==> src/rtl/dmach_pkg.sv <==
// Shared constants and types of the DMA channel engine.
// Assumes 32-bit registers and at most 32-byte transfer units.
package dmach_pkg;
    localparam int REG_AW         = 5;
    localparam int MAX_UNIT_SHIFT = 5;
    localparam int DATA_W         = 8 << MAX_UNIT_SHIFT;

    localparam logic [REG_AW-1:0] OFS_SRC  = 5'h00;
    localparam logic [REG_AW-1:0] OFS_DST  = 5'h04;
    localparam logic [REG_AW-1:0] OFS_CNT  = 5'h08;
    localparam logic [REG_AW-1:0] OFS_STAT = 5'h10;
    localparam logic [REG_AW-1:0] OFS_CMD  = 5'h14;

    localparam int ST_EN    = 0;
    localparam int ST_CTERM = 1;
    localparam int ST_HALT  = 2;
    localparam int ST_DONE  = 3;
    localparam int ST_AERR  = 4;
    localparam int ST_NODSC = 31;

    localparam int CM_SRC_INC = 23;
    localparam int CM_DST_INC = 22;
    localparam int CM_UNIT_LO = 8;
    localparam int CM_IRQ_EN  = 1;

    typedef enum logic [1:0] {XS_IDLE, XS_READ, XS_WRITE} xfer_state_e;

    typedef struct packed {
        logic step;    // one unit written
        logic finish;  // count exhausted while running
        logic fault;   // bad unit code or misaligned address
    } hw_event_t;
endpackage

==> src/rtl/dmach_unit_dec.sv <==
// Decodes the command unit-size code into a byte shift.
// Assumes codes 0..4 are the only legal ones; others flag unit_ok low.
module dmach_unit_dec (
    input  logic [2:0] unit_code,
    output logic [2:0] unit_shift,
    output logic       unit_ok
);
    // Map the code to its shift and legality.
    always_comb begin
        unit_ok    = 1'b1;
        unit_shift = 3'd0;
        case (unit_code)
            3'd0:    unit_shift = 3'd2;
            3'd1:    unit_shift = 3'd0;
            3'd2:    unit_shift = 3'd1;
            3'd3:    unit_shift = 3'd4;
            3'd4:    unit_shift = 3'd5;
            default: unit_ok    = 1'b0;
        endcase
    end
endmodule

==> src/rtl/dmach_xfer_fsm.sv <==
// Sequences one unit as a read then a write, and reports step, finish
// and fault events to the register file. Assumes the addresses and unit
// code stay stable while a unit is in flight.
module dmach_xfer_fsm
    import dmach_pkg::*;
#(
    parameter int ADDR_W = 32
) (
    input  logic              clk,
    input  logic              rst_n,
    input  logic              run,
    input  logic              unit_ok,
    input  logic [2:0]        unit_shift,
    input  logic [ADDR_W-1:0] src_addr,
    input  logic [ADDR_W-1:0] dst_addr,
    input  logic              cnt_zero,
    input  logic              mem_gnt,
    input  logic [DATA_W-1:0] mem_rdata,
    output logic              mem_req,
    output logic              mem_we,
    output logic [ADDR_W-1:0] mem_addr,
    output logic [2:0]        mem_size,
    output logic [DATA_W-1:0] mem_wdata,
    output hw_event_t         ev
);
    xfer_state_e       state_q;
    logic [DATA_W-1:0] hold_q;
    logic [ADDR_W-1:0] lsb_mask;
    logic              misaligned;
    logic              start_ok;

    assign lsb_mask   = ADDR_W'((32'd1 << unit_shift) - 32'd1);
    assign misaligned = |(src_addr & lsb_mask) || |(dst_addr & lsb_mask);
    assign start_ok   = (state_q == XS_IDLE) && run && unit_ok && !misaligned;

    // Advance the unit sequence and capture read data.
    always_ff @(posedge clk) begin
        if (!rst_n) begin
            state_q <= XS_IDLE;
            hold_q  <= '0;
        end else begin
            case (state_q)
                XS_IDLE:  if (start_ok && !cnt_zero) state_q <= XS_READ;
                XS_READ:  if (mem_gnt) begin
                              hold_q  <= mem_rdata;
                              state_q <= XS_WRITE;
                          end
                XS_WRITE: if (mem_gnt) state_q <= XS_IDLE;
                default:  state_q <= XS_IDLE;
            endcase
        end
    end

    // Report events for the register file.
    always_comb begin
        ev.step   = (state_q == XS_WRITE) && mem_gnt;
        ev.finish = start_ok && cnt_zero;
        ev.fault  = (state_q == XS_IDLE) && run && (!unit_ok || misaligned);
    end

    // Drive the memory request from the current state.
    always_comb begin
        mem_req   = (state_q != XS_IDLE);
        mem_we    = (state_q == XS_WRITE);
        mem_addr  = (state_q == XS_WRITE) ? dst_addr : src_addr;
        mem_size  = unit_shift;
        mem_wdata = hold_q;
    end
endmodule

==> src/rtl/dmach_regfile.sv <==
// Holds the channel registers, applies software writes and hardware
// events, and serves reads. Software writes to an address or the count
// take precedence over a hardware step in the same cycle; hardware set
// events on status take precedence over a software write.
module dmach_regfile
    import dmach_pkg::*;
#(
    parameter int ADDR_W = 32,
    parameter int CNT_W  = 16
) (
    input  logic              clk,
    input  logic              rst_n,
    input  logic              reg_we,
    input  logic [REG_AW-1:0] reg_addr,
    input  logic [31:0]       reg_wdata,
    output logic [31:0]       reg_rdata,
    input  hw_event_t         ev,
    input  logic [2:0]        unit_shift,
    output logic [ADDR_W-1:0] src_addr,
    output logic [ADDR_W-1:0] dst_addr,
    output logic [CNT_W-1:0]  count,
    output logic [31:0]       cmd,
    output logic              st_en,
    output logic              st_halt,
    output logic              st_done,
    output logic              st_cterm,
    output logic              st_aerr,
    output logic              run,
    output logic              irq
);
    localparam int NPTR = 2;

    logic [ADDR_W-1:0] ptr_val [NPTR];
    logic [ADDR_W-1:0] step_bytes;
    logic [CNT_W-1:0]  cnt_q;
    logic [31:0]       cmd_q;
    logic              en_q, halt_q, done_q, cterm_q, aerr_q, nodsc_q;
    logic              wr_stat;

    assign step_bytes = ADDR_W'(1) << unit_shift;
    assign wr_stat    = reg_we && (reg_addr == OFS_STAT);

    for (genvar g = 0; g < NPTR; g++) begin : g_ptr
        localparam logic [REG_AW-1:0] MY_OFS = (g == 0) ? OFS_SRC : OFS_DST;
        localparam int                MY_INC = (g == 0) ? CM_SRC_INC : CM_DST_INC;
        logic [ADDR_W-1:0] ptr_q;
        // Load the pointer from software or step it after a unit.
        always_ff @(posedge clk) begin
            if (!rst_n)                                ptr_q <= '0;
            else if (reg_we && reg_addr == MY_OFS)     ptr_q <= reg_wdata[ADDR_W-1:0];
            else if (ev.step && cmd_q[MY_INC])         ptr_q <= ptr_q + step_bytes;
        end
        assign ptr_val[g] = ptr_q;
    end

    // Load the count from software or decrement it after a unit.
    always_ff @(posedge clk) begin
        if (!rst_n)                                cnt_q <= '0;
        else if (reg_we && reg_addr == OFS_CNT)    cnt_q <= reg_wdata[CNT_W-1:0];
        else if (ev.step)                          cnt_q <= cnt_q - CNT_W'(1);
    end

    // Store the command word.
    always_ff @(posedge clk) begin
        if (!rst_n)                                cmd_q <= '0;
        else if (reg_we && reg_addr == OFS_CMD)    cmd_q <= reg_wdata;
    end

    // Update status: software write first, hardware events on top.
    always_ff @(posedge clk) begin
        if (!rst_n) begin
            en_q    <= 1'b0;
            halt_q  <= 1'b0;
            done_q  <= 1'b0;
            cterm_q <= 1'b0;
            aerr_q  <= 1'b0;
            nodsc_q <= 1'b0;
        end else begin
            if (wr_stat) begin
                en_q    <= reg_wdata[ST_EN];
                halt_q  <= reg_wdata[ST_HALT];
                nodsc_q <= reg_wdata[ST_NODSC];
                cterm_q <= cterm_q & reg_wdata[ST_CTERM];
                done_q  <= done_q  & reg_wdata[ST_DONE];
                aerr_q  <= aerr_q  & reg_wdata[ST_AERR];
            end
            if (ev.finish) begin
                done_q  <= 1'b1;
                cterm_q <= 1'b1;
                en_q    <= 1'b0;
            end
            if (ev.fault) begin
                aerr_q  <= 1'b1;
                halt_q  <= 1'b1;
            end
        end
    end

    // Select the register addressed by the read port.
    always_comb begin
        case (reg_addr)
            OFS_SRC:  reg_rdata = 32'(ptr_val[0]);
            OFS_DST:  reg_rdata = 32'(ptr_val[1]);
            OFS_CNT:  reg_rdata = 32'(cnt_q);
            OFS_STAT: reg_rdata = {nodsc_q, 26'd0, aerr_q, done_q, halt_q, cterm_q, en_q};
            OFS_CMD:  reg_rdata = cmd_q;
            default:  reg_rdata = '0;
        endcase
    end

    assign src_addr = ptr_val[0];
    assign dst_addr = ptr_val[1];
    assign count    = cnt_q;
    assign cmd      = cmd_q;
    assign st_en    = en_q;
    assign st_halt  = halt_q;
    assign st_done  = done_q;
    assign st_cterm = cterm_q;
    assign st_aerr  = aerr_q;
    assign run      = en_q & ~halt_q;
    assign irq      = done_q & cmd_q[CM_IRQ_EN];
endmodule

==> src/rtl/dmach_top.sv <==
// Single DMA channel: register file, unit decoder and transfer sequencer.
// Assumes a memory side that accepts one request per grant and returns
// read data in the grant cycle.
module dmach_top
    import dmach_pkg::*;
#(
    parameter int ADDR_W = 32,
    parameter int CNT_W  = 16
) (
    input  logic              clk,
    input  logic              rst_n,
    input  logic              reg_we,
    input  logic [4:0]        reg_addr,
    input  logic [31:0]       reg_wdata,
    output logic [31:0]       reg_rdata,
    output logic              mem_req,
    output logic              mem_we,
    output logic [ADDR_W-1:0] mem_addr,
    output logic [2:0]        mem_size,
    output logic [DATA_W-1:0] mem_wdata,
    input  logic              mem_gnt,
    input  logic [DATA_W-1:0] mem_rdata,
    output logic              irq
);
    hw_event_t         ev;
    logic [2:0]        unit_shift;
    logic              unit_ok;
    logic [ADDR_W-1:0] src_addr, dst_addr;
    logic [CNT_W-1:0]  cnt_q;
    logic [31:0]       cmd;
    logic              st_en, st_halt, st_done, st_cterm, st_aerr, run;

    dmach_regfile #(.ADDR_W(ADDR_W), .CNT_W(CNT_W)) regs_i (
        .clk(clk), .rst_n(rst_n),
        .reg_we(reg_we), .reg_addr(reg_addr), .reg_wdata(reg_wdata), .reg_rdata(reg_rdata),
        .ev(ev), .unit_shift(unit_shift),
        .src_addr(src_addr), .dst_addr(dst_addr), .count(cnt_q), .cmd(cmd),
        .st_en(st_en), .st_halt(st_halt), .st_done(st_done), .st_cterm(st_cterm),
        .st_aerr(st_aerr), .run(run), .irq(irq)
    );

    dmach_unit_dec dec_i (
        .unit_code(cmd[CM_UNIT_LO +: 3]), .unit_shift(unit_shift), .unit_ok(unit_ok)
    );

    dmach_xfer_fsm #(.ADDR_W(ADDR_W)) fsm_i (
        .clk(clk), .rst_n(rst_n), .run(run), .unit_ok(unit_ok), .unit_shift(unit_shift),
        .src_addr(src_addr), .dst_addr(dst_addr), .cnt_zero(cnt_q == '0),
        .mem_gnt(mem_gnt), .mem_rdata(mem_rdata),
        .mem_req(mem_req), .mem_we(mem_we), .mem_addr(mem_addr), .mem_size(mem_size),
        .mem_wdata(mem_wdata), .ev(ev)
    );
endmodule

==> config.mk <==
export PLATFORM = sky130hd
export DESIGN_NAME = dmach_top
export DESIGN_NICKNAME = d
export VERILOG_FILES = /design/src/rtl/dmach_pkg.sv /design/src/rtl/dmach_unit_dec.sv /design/src/rtl/dmach_xfer_fsm.sv /design/src/rtl/dmach_regfile.sv /design/src/rtl/dmach_top.sv
export SDC_FILE = /design/constraint.sdc
export NUM_CORES = 1
export LEC_CHECK = 0
export ABC_AREA = 1
export ABC_CLOCK_PERIOD_IN_PS = 5600
export BUFFER_PORTS_ARGS = -buffer_cell sky130_fd_sc_hd__buf_2
export CORE_MARGIN = 3
export CORE_UTILIZATION = 30
export DETAILED_ROUTE_END_ITERATION = 10
export GPL_TIMING_DRIVEN = 0
export HOLD_SLACK_MARGIN = 0.08
export PLACE_DENSITY = 0.62
export SYNTH_ARGS = -nofsm -noshare
export SYNTH_HDL_FRONTEND = slang
export SYNTH_HIERARCHICAL = 1
export SYNTH_SLANG_ARGS = --single-unit
==> constraint.sdc <==
create_clock -name clk -period 5.6 [get_ports clk]
set_input_delay 1.4 -clock clk [delete_from_list [all_inputs] [get_ports clk]]
set_output_delay 1.4 -clock clk [all_outputs]
set_load 0.01 [all_outputs]
# Yosys cells after proc, flatten, opt, wreduce, memory -nomap -nowiden
# Cells that the tools add are included.
[classes]
bitwise = 9
multipliers = 0
n_mux = 22
n_reduce_logical = 35
n_div = 0
shift = 1
add_sub_neg = 4
order_cmp = 0
n_eq_ne = 13
[ops]
columns = ["cell", "n"]
rows = [
  ["32-bit two-way mux", 5],
  ["32-bit one-hot mux with 5 select lines", 1],
  ["32-bit adder", 2],
  ["32-bit AND", 2],
  ["32-bit OR reduction", 2],
  ["16-bit two-way mux", 2],
  ["1-bit by 3-bit left shift with 32-bit output (first input constant)", 1],
  ["32-bit by 1-bit subtractor with 32-bit output (second input constant)", 1],
  ["16-bit logical NOT", 1],
  ["16-bit by 1-bit subtractor with 16-bit output (second input constant)", 1],
  ["1-bit logical AND", 14],
  ["3-bit one-hot mux with 4 select lines", 1],
  ["2-bit nonzero test", 6],
  ["5-bit equality test (second input constant)", 2],
  ["1-bit two-way mux", 9],
  ["3-bit by 2-bit equality test with 1-bit output (second input constant)", 2],
  ["2-bit two-way mux", 3],
  ["2-bit one-hot mux with 3 select lines", 1],
  ["1-bit AND", 5],
  ["5-bit by 3-bit equality test with 1-bit output (second input constant)", 1],
  ["5-bit by 4-bit equality test with 1-bit output (second input constant)", 1],
  ["5-bit logical NOT", 1],
  ["5-bit OR reduction", 1],
  ["2-bit by 1-bit inequality test with 1-bit output (second input constant)", 2],
  ["other kinds (13)", 17],
]
[word_totals]
ramBits = 0
latch_bits = 0
romBits = 0
register_bits = 376
in_bits = 297
out_inout_bits = 326
wordCells = 96
n_memories = 0

# Depth between registers and ports, before layout
# Gate-level depths: netlist of the first run.
[depth]
word_depth = 12
mapped_depth = 24

# Modules after synthesis
# The synthesis of the first run kept the hierarchy.
[modules_own_cells]
columns = ["module", "area_per_inst_um2", "seq_area_each_um2", "cells_each", "n_inst"]
rows = [
  ["dmach_xfer_fsm", 9905.8, 5165.0, 1321, 1],
  ["dmach_regfile", 8375.5, 2362.3, 1356, 1],
  ["dmach_top", 103.8, 0.0, 27, 1],
  ["dmach_unit_dec", 48.8, 0.0, 11, 1],
]

# Worst setup path before layout of the first run
# Ideal clock, no wire load.
[synth_timing]
path_kind = "input -> output"
startpoint = "input reg_addr[1]"
endpoint = "output reg_rdata[10]"
path_stages = 8
arrival_ns = 2.582
slack_ns = 1.618
cell_sequence = "nor2_2 -> nand2_1 -> nor2_1 -> inv_2 -> nor2_4 -> clkinv_1 -> clkbuf_1 -> o21ai_0"
[synth_between]
elab_chain_cells = 2
elab_cells_between_ends = 6
[synth_lines]
columns = ["item", "line", "rtl"]
rows = [
  ["from (decl)", "dmach_top.sv:13", "input logic [4:0] reg_addr,"],
  ["5-bit equality test, or another cell as far along", "dmach_regfile.sv:101", "case (reg_addr)"],
  ["32-bit one-hot mux with 5 select lines *", "dmach_regfile.sv:101", ""],
  ["to (decl)", "dmach_top.sv:15", "output logic [31:0] reg_rdata,"],
]
# Every way passes the cells marked *; elsewhere a longest branch is shown, timed or not.

# Worst setup path in the final report of the first run
[layout_timing]
startpoint = "input reg_addr[1]"
endpoint = "output reg_rdata[3]"
# Same word-level chain as after synthesis.

==> flow_summary.json, run 1 <==
{
  "run_status": "completed",
  "finalClockSkew_ps": 22.8,
  "timing.max_cap.violations": 0,
  "tritoncts.num_buffers": 45,
  "grt_use_total_pct": 28.5,
  "synth.yosys.warnings": 6,
  "yosys_register_bits": 376,
  "unrepaired_setup_endpoints_after_global_routing": "no",
  "critical_path.reg2reg.startpoint": "fsm_i/state_q[1]",
  "drt-wirelength-per-cell_um": 23.1,
  "post_synthesis_net_count": 3023,
  "synth_xor_area_share_pct": 0.855,
  "syn_avg_cell_area_um2": 6.79,
  "prevailing_post_synth_register_cell": "dfxtp_1",
  "worst_path_max_delay_cell": "clkinv_1",
  "clockRootBuffer": "clkbuf_16",
  "grt_overflow_total": 0,
  "drtIter0Drc": 2349,
  "ys_top_cells_by_area": "dfxtp_1, inv_1, nand2_1",
  "power_leakage_nw": 10.8,
  "synthAdderAreaFrac_pct": 0.747,
  "worst_hold_path_type": "register to register",
  "hold_path_startpoint": "fsm_i/mem_wdata[122]",
  "slew_viol_final": 0,
  "ioPinCount": 623,
  "asyncSetResetFlopFracSynth_pct": 0,
  "max_freq_mhz": 194,
  "clk-insertion-delay-late_ps": 590,
  "numPortBuffers": 621,
  "setup.worst_path.end_class": "output port",
  "drt-total-wl_um": 97300,
  "syn_area_mm2": 0.0184,
  "nFillCells": 6693,
  "synth.top_cells.by_count": "inv_1, nand2_1, dfxtp_1",
  "ff2ff_path_depth": 13,
  "synth_cells": 2715,
  "area_delta_synth_final_pct": 31.0,
  "nNetsFinal": 3691,
  "dieArea_mm2": 0.0645,
  "reg2reg_to": "regs_i/src_addr[22]",
  "maximum_number_of_pins_on_one_net_before_global_route_repair": 14,
  "largest_family_of_logic_cells_by_synthesized_area": "compound AO/OA/AOI/OAI gates",
  "routed_via_density": 5.11,
  "seqCellArea_mm2": 0.00753,
  "placed_cell_area_mm2": 0.0225,
  "finalInstanceArea_mm2": 0.0242,
  "cts_tree": "built",
  "leading_cell_type_by_number_of_instances_after_synthesis": "inv_1",
  "routabilityCongestion": 1.02,
  "synth_compound_area_share_pct": 22.5,
  "startpoint": "reg_addr[1]",
  "synth-simple-area-share_pct": 21.2,
  "vias": 21526,
  "final_number_of_setup_violating_endpoints": 0,
  "actual_transition_at_the_worst_max_transition_pin_ps": 1280,
  "setup.reg_to_reg.worst_slack_ps": 850,
  "floorplan.die.width_um": 254,
  "yosysTopAreaCellShare_pct": 40.8,
  "synthDistinctLibCells": 47,
  "ys_seq_area_share_pct": 40.8,
  "first_pass_iters": 8,
  "irDropWorstVdd_v": 0.000200,
  "fp.coreArea_mm2": 0.0606,
  "cts_hold_buf": 0,
  "whs_path_depth": 2,
  "floorplan.initialDensity_pct": 30.4,
  "finalHoldViolCount": 0,
  "setup.worst_path.class": "primary input to output port",
  "fp-row-count": 90,
  "grt_pass1_vias": 19421,
  "detailed_place_hpwl_um": 79800,
  "cts.sinks": 376,
  "post_cts_setup_bufs": 0,
  "synth.area.mux_share_pct": 0,
  "post_cts_clock_slew_at_the_launch_and_capture_registers_of_the_worst_setup_and_hold_paths_ps": 60,
  "path_max_fanout": 10,
  "cts-resized-gates": 0,
  "totalNegativeSetupSlack_ps": 0,
  "synth_enable_flop_cells": 0,
  "finalWorstPathRequiredPeriod_ps": 5150,
  "critPathBufInv": 5,
  "p_per_cell_area_mw_per_mm2": 258,
  "setup.worst_path.start_class": "primary input",
  "worst_slew_margin_rel_pct": 14.1,
  "worst_case_clock_buffer_depth": 3,
  "yosys.area.top_type": "dfxtp_1",
  "cts-htree-levels": 2,
  "sequence_of_cells_on_the_critical_path": "buf_2 -> nor2_2 -> nand2_1 -> nor2_1 -> inv_2 -> nor2_4 -> clkinv_1 -> clkbuf_1 -> o211ai_1 -> buf_2",
  "critical-path-top-cell-by-count": "buf_2",
  "worstPathRequired_ps": 4200,
  "worst_path_largest_cell_delay_ps": 610,
  "layout_worst_path_cycle_share_pct": 92.0,
  "die_y_um": 254,
  "timing.critical_path.arrival_ps": 3750,
  "detail-route-antenna-nets": 0,
  "drc": 0,
  "worst_path_depth": 10,
  "antenna_found_initial": 27,
  "critical_path.top_delay_family": "buffers and inverters",
  "multi_input_area_mm2": 0.00834,
  "grt_pass1_wl_um": 134000,
  "hold_path_end": "fsm_i/mem_wdata[122]",
  "drive_gt1_share_pct": 24.1
}
where the power goes:
| group | internal [mW] | leakage, nW | total, mW | switching, mW |
|---|---|---|---|---|
| Sequential | 2.69 | 3.03 | 2.70 | 0.0125 |
| Clock | 1.92 | 0.781 | 3.18 | 1.27 |
| Combinational | 0.128 | 7.02 | 0.358 | 0.230 |
| Total | 4.73 | 10.8 | 6.24 | 1.51 |
stage by stage:
| step | total power, mW | worst slack (ps) | utilization (%) | std cells | hold WS, ps |
|---|---|---|---|---|---|
| 2_1_floorplan | 2.89 | 1620 | - | 2715 | 425 |
| 3_3_place_gp | 3.10 | 558 | 37.2 | 4118 | 429 |
| 3_5_place_dp | 3.10 | 555 | 37.2 | 4118 | 433 |
| 4_1_cts | 6.27 | 549 | 39.8 | 4197 | 442 |
| 5_1_grt | 6.40 | 396 | 39.9 | 4212 | 457 |
| 6_report | 6.24 | 450 | 39.9 | 4216 | 441 |
flip-flops by register name, summed over array words and instances, names as in the netlist:
signal,flops
fsm_i/mem_wdata,256
regs_i/cmd,32
regs_i/dst_addr,32
regs_i/src_addr,32
regs_i/count,16
fsm_i/state_q,2
regs_i/nodsc_q,1
regs_i/st_aerr,1
regs_i/st_cterm,1
regs_i/st_done,1
regs_i/st_en,1
regs_i/st_halt,1
how the worst max path moves through the flow:
stage / endpoint / slack, ps
final: reg_rdata[3] / 450
after global routing: reg_rdata[3] / 400
after CTS: reg_rdata[3] / 550
after detailed placement: reg_rdata[3] / 560
after global placement: reg_rdata[10] / 560
after floorplan: reg_rdata[10] / 1620
layout by cell type (no fill, tap or decap), types with 21 or more instances in the layout:
master and count:
a21oi_1 360, a31oi_1 24, buf_2 649, clkbuf_1 101, clkbuf_16 46, dfxtp_1 376
inv_1 499, nand2_1 487, nand2_2 21, nand3_1 121, nand4_1 28, nor2_1 119
nor3_1 32, o21ai_0 333, o22ai_1 24
area by class of cell:
class                   count  area share (%)
clock inverters            19            1.18
multi-input cells        1684            34.5
well taps                 782            4.05
diodes                     19           0.197
repair buffers            621            12.9
inverters                 515            8.03
flip-flops and latches    376            31.2
clock buffers              60            5.40
plain buffers             140            2.58
worst min-delay path, stage by stage, from the launching register on:
cell,delay (ps)
dfxtp_1,300
inv_1,40
a21oi_1,50
cell families (layout without fill, tap and decap cells):
kind of cell / after synthesis / after routing
adders and majority gates: 11 / 11
buffers and inverters: 655 / 1355
other: 0 / 19
DFF: 376 / 376
AOI/OAI and AO/OA: 788 / 788
xor gates and xnor gates: 18 / 18
and+or+nand+nor: 867 / 867
metal layers:
metal	track usage (%)	share of wire, %
met3	11.6	13
met4	10.6	3.7
met2	40.6	41
met5	0	0.071
met1	38.5	42
Power figures use the tool's default switching activity.
==> inputs of run 2 (changes only) <==
--- a/config.mk
+++ b/config.mk
@@ -8,7 +8,7 @@
 export ABC_AREA = 1
 export ABC_CLOCK_PERIOD_IN_PS = 5600
 export BUFFER_PORTS_ARGS = -buffer_cell sky130_fd_sc_hd__buf_2
-export CORE_MARGIN = 3
+export CORE_MARGIN = 5
 export CORE_UTILIZATION = 30
 export DETAILED_ROUTE_END_ITERATION = 10
 export GPL_TIMING_DRIVEN = 0
==> run 2 against run 1 <==
Compared with the run above: sequential cell count unchanged; power decreased by 3.0%; first-iteration DRC count increased by 3.0%; largest power group unchanged; highest routed layer unchanged.
==> flow_summary.json, run 2 (same netlist as run 1, synthesis figures left out) <==
{
  "critical-path-top-cell-by-count": "buf_2",
  "drc": 0,
  "unrepaired_setup_endpoints_after_global_routing": "no",
  "total_power_mw": 6.05,
  "worstPathRequired_ps": 4200,
  "routabilityCongestion": 1.02,
  "post_cts_setup_bufs": 0,
  "die_y_um": 258,
  "grt_overflow_total": 0,
  "tritoncts.num_buffers": 46,
  "dieArea_mm2": 0.0665,
  "drtIter0Drc": 2420,
  "totalNegativeSetupSlack_ps": 0,
  "drt-total-wl_um": 94100,
  "cts_hold_buf": 0,
  "post_cts_clock_slew_at_the_launch_and_capture_registers_of_the_worst_setup_and_hold_paths_ps": 60,
  "fp.coreArea_mm2": 0.0606,
  "path_max_fanout": 10,
  "worst_case_clock_buffer_depth": 3,
  "drt-wirelength-per-cell_um": 22.3,
  "fp-row-count": 90,
  "seq_power_share_pct": 44.6,
  "final_cell_mix": "buf_2, inv_1, nand2_1, dfxtp_1, a21oi_1",
  "numPortBuffers": 621,
  "worst_path_max_delay_cell": "clkinv_1",
  "cts-resized-gates": 0,
  "worst_slew_margin_rel_pct": 21.2,
  "setup.worst_path.start_class": "primary input",
  "share_clk_of_total_power_pct": 49.7,
  "cts-htree-levels": 2,
  "setup.worst_path.class": "primary input to output port",
  "finalWorstPathRequiredPeriod_ps": 5020,
  "nNetsFinal": 3692,
  "maximum_number_of_pins_on_one_net_before_global_route_repair": 13,
  "power_spent_charging_and_discharging_nets_mw": 1.50,
  "p_per_cell_area_mw_per_mm2": 251,
  "cts.sinks": 376,
  "cell_internal_pwr_mw": 4.55,
  "power.switching_fraction_pct": 24.8,
  "worst_path_largest_cell_delay_ps": 540,
  "drive_gt1_share_pct": 23.9,
  "area_delta_synth_final_pct": 30.6,
  "power_leakage_nw": 10.8,
  "cts_tree": "built",
  "grt_pass1_wl_um": 132000,
  "max_freq_mhz": 199,
  "layout.cells.most_common": "buf_2",
  "timing.critical_path.arrival_ps": 3620,
  "antenna_found_initial": 25,
  "layout_worst_path_cycle_share_pct": 89.7,
  "grt_use_total_pct": 26.4,
  "postLayoutCoreUtil_pct": 39.7,
  "detailed_place_hpwl_um": 76800,
  "clk-insertion-delay-late_ps": 590,
  "grt_pass1_vias": 19736,
  "detail-route-antenna-nets": 0,
  "setup.reg_to_reg.worst_slack_ps": 950,
  "power.combinational.fraction_pct": 5.8,
  "actual_transition_at_the_worst_max_transition_pin_ps": 1180,
  "sequence_of_cells_on_the_critical_path": "buf_2 -> nor2_2 -> nand2_1 -> nor2_1 -> inv_2 -> nor2_4 -> clkinv_1 -> clkbuf_1 -> o21ai_0 -> buf_2",
  "routed_via_density": 5.06,
  "irDropWorstVdd_v": 0.000200,
  "final_number_of_setup_violating_endpoints": 0,
  "timing.max_cap.violations": 0,
  "floorplan.die.width_um": 258,
  "ioPinCount": 623,
  "first_pass_iters": 7,
  "finalClockSkew_ps": 14.6,
  "run_status": "completed",
  "clockRootBuffer": "clkbuf_16",
  "vias": 21339,
  "worst_hold_path_type": "register to register",
  "floorplan.initialDensity_pct": 30.4,
  "setup.worst_path.end_class": "output port",
  "max_ffs_per_register": 256,
  "slew_viol_final": 0,
  "finalHoldViolCount": 0
}
==> run 2: changes by cell type in the layout (fill, tap and decap cells not counted), sizes merged <==
| cell | previous run | this run |
|---|---|---|
| inv | 516 | 517 |
| bufinv | 6 | 1 |
| clkinv | 10 | 7 |
| clkbuf | 157 | 165 |
| diode | 19 | 22 |
==> run 2: worst max-delay path, delay by kind of cell <==
| kind | cells | cell delay [ps] |
|---|---|---|
| AO/OA/AOI/OAI | 1 | 330 |
| AND/OR/NAND/NOR | 4 | 600 |
| buffers and inverters | 5 | 1290 |
==> run 2: path summary, 6_finish.rpt <==
path	startpoint	endpoint	depth (start not counted)
max	reg_addr[1]	reg_rdata[5]	10
min	fsm_i/mem_wdata[202]	fsm_i/mem_wdata[202]	2
max reg2reg	fsm_i/state_q[1]	regs_i/src_addr[24]	13
min reg2reg	fsm_i/mem_wdata[202]	fsm_i/mem_wdata[202]	2
==> run 2: area by class of cell <==
cell class / instances / area [um^2]
diodes: 22 / 55.1
plain buffers: 140 / 624
clock buffers: 68 / 1360
clock inverters: 12 / 128
fillers: 6555 / 36500
inverters: 515 / 1940
multi-input cells: 1684 / 8340
flip-flops and latches: 376 / 7530
well taps: 782 / 978
repair buffers: 621 / 3110
==> run 2: layer usage <==
metal	share of wire [%]	vias to the layer above	GRT usage, %
met5	0.029	-	0
met4	3.9	4	10.4
met3	13	181	9.97
met2	43	1199	39.5
met1	40	9823	34.4
li1	-	10132	-
==> run 2: power groups by stage <==
stage          Sequential (mW)  Clock, mW  Combinational, mW
2_1_floorplan             2.75          0              0.137
3_3_place_gp              2.76          0              0.338
3_5_place_dp              2.76          0              0.338
4_1_cts                   2.70       3.06              0.340
5_1_grt                   2.70       3.15              0.374
6_report                  2.70       3.01              0.348
==> run 2: stage by stage <==
stage,setup WS [ps],hold slack (ps),instance area [um^2],instances
after floorplan,1620,425,18400,2715
after global placement,648,429,22500,4118
after detailed placement,662,432,22500,4118
after CTS,644,442,24000,4198
after global routing,559,454,24100,4218
final,577,439,24100,4220
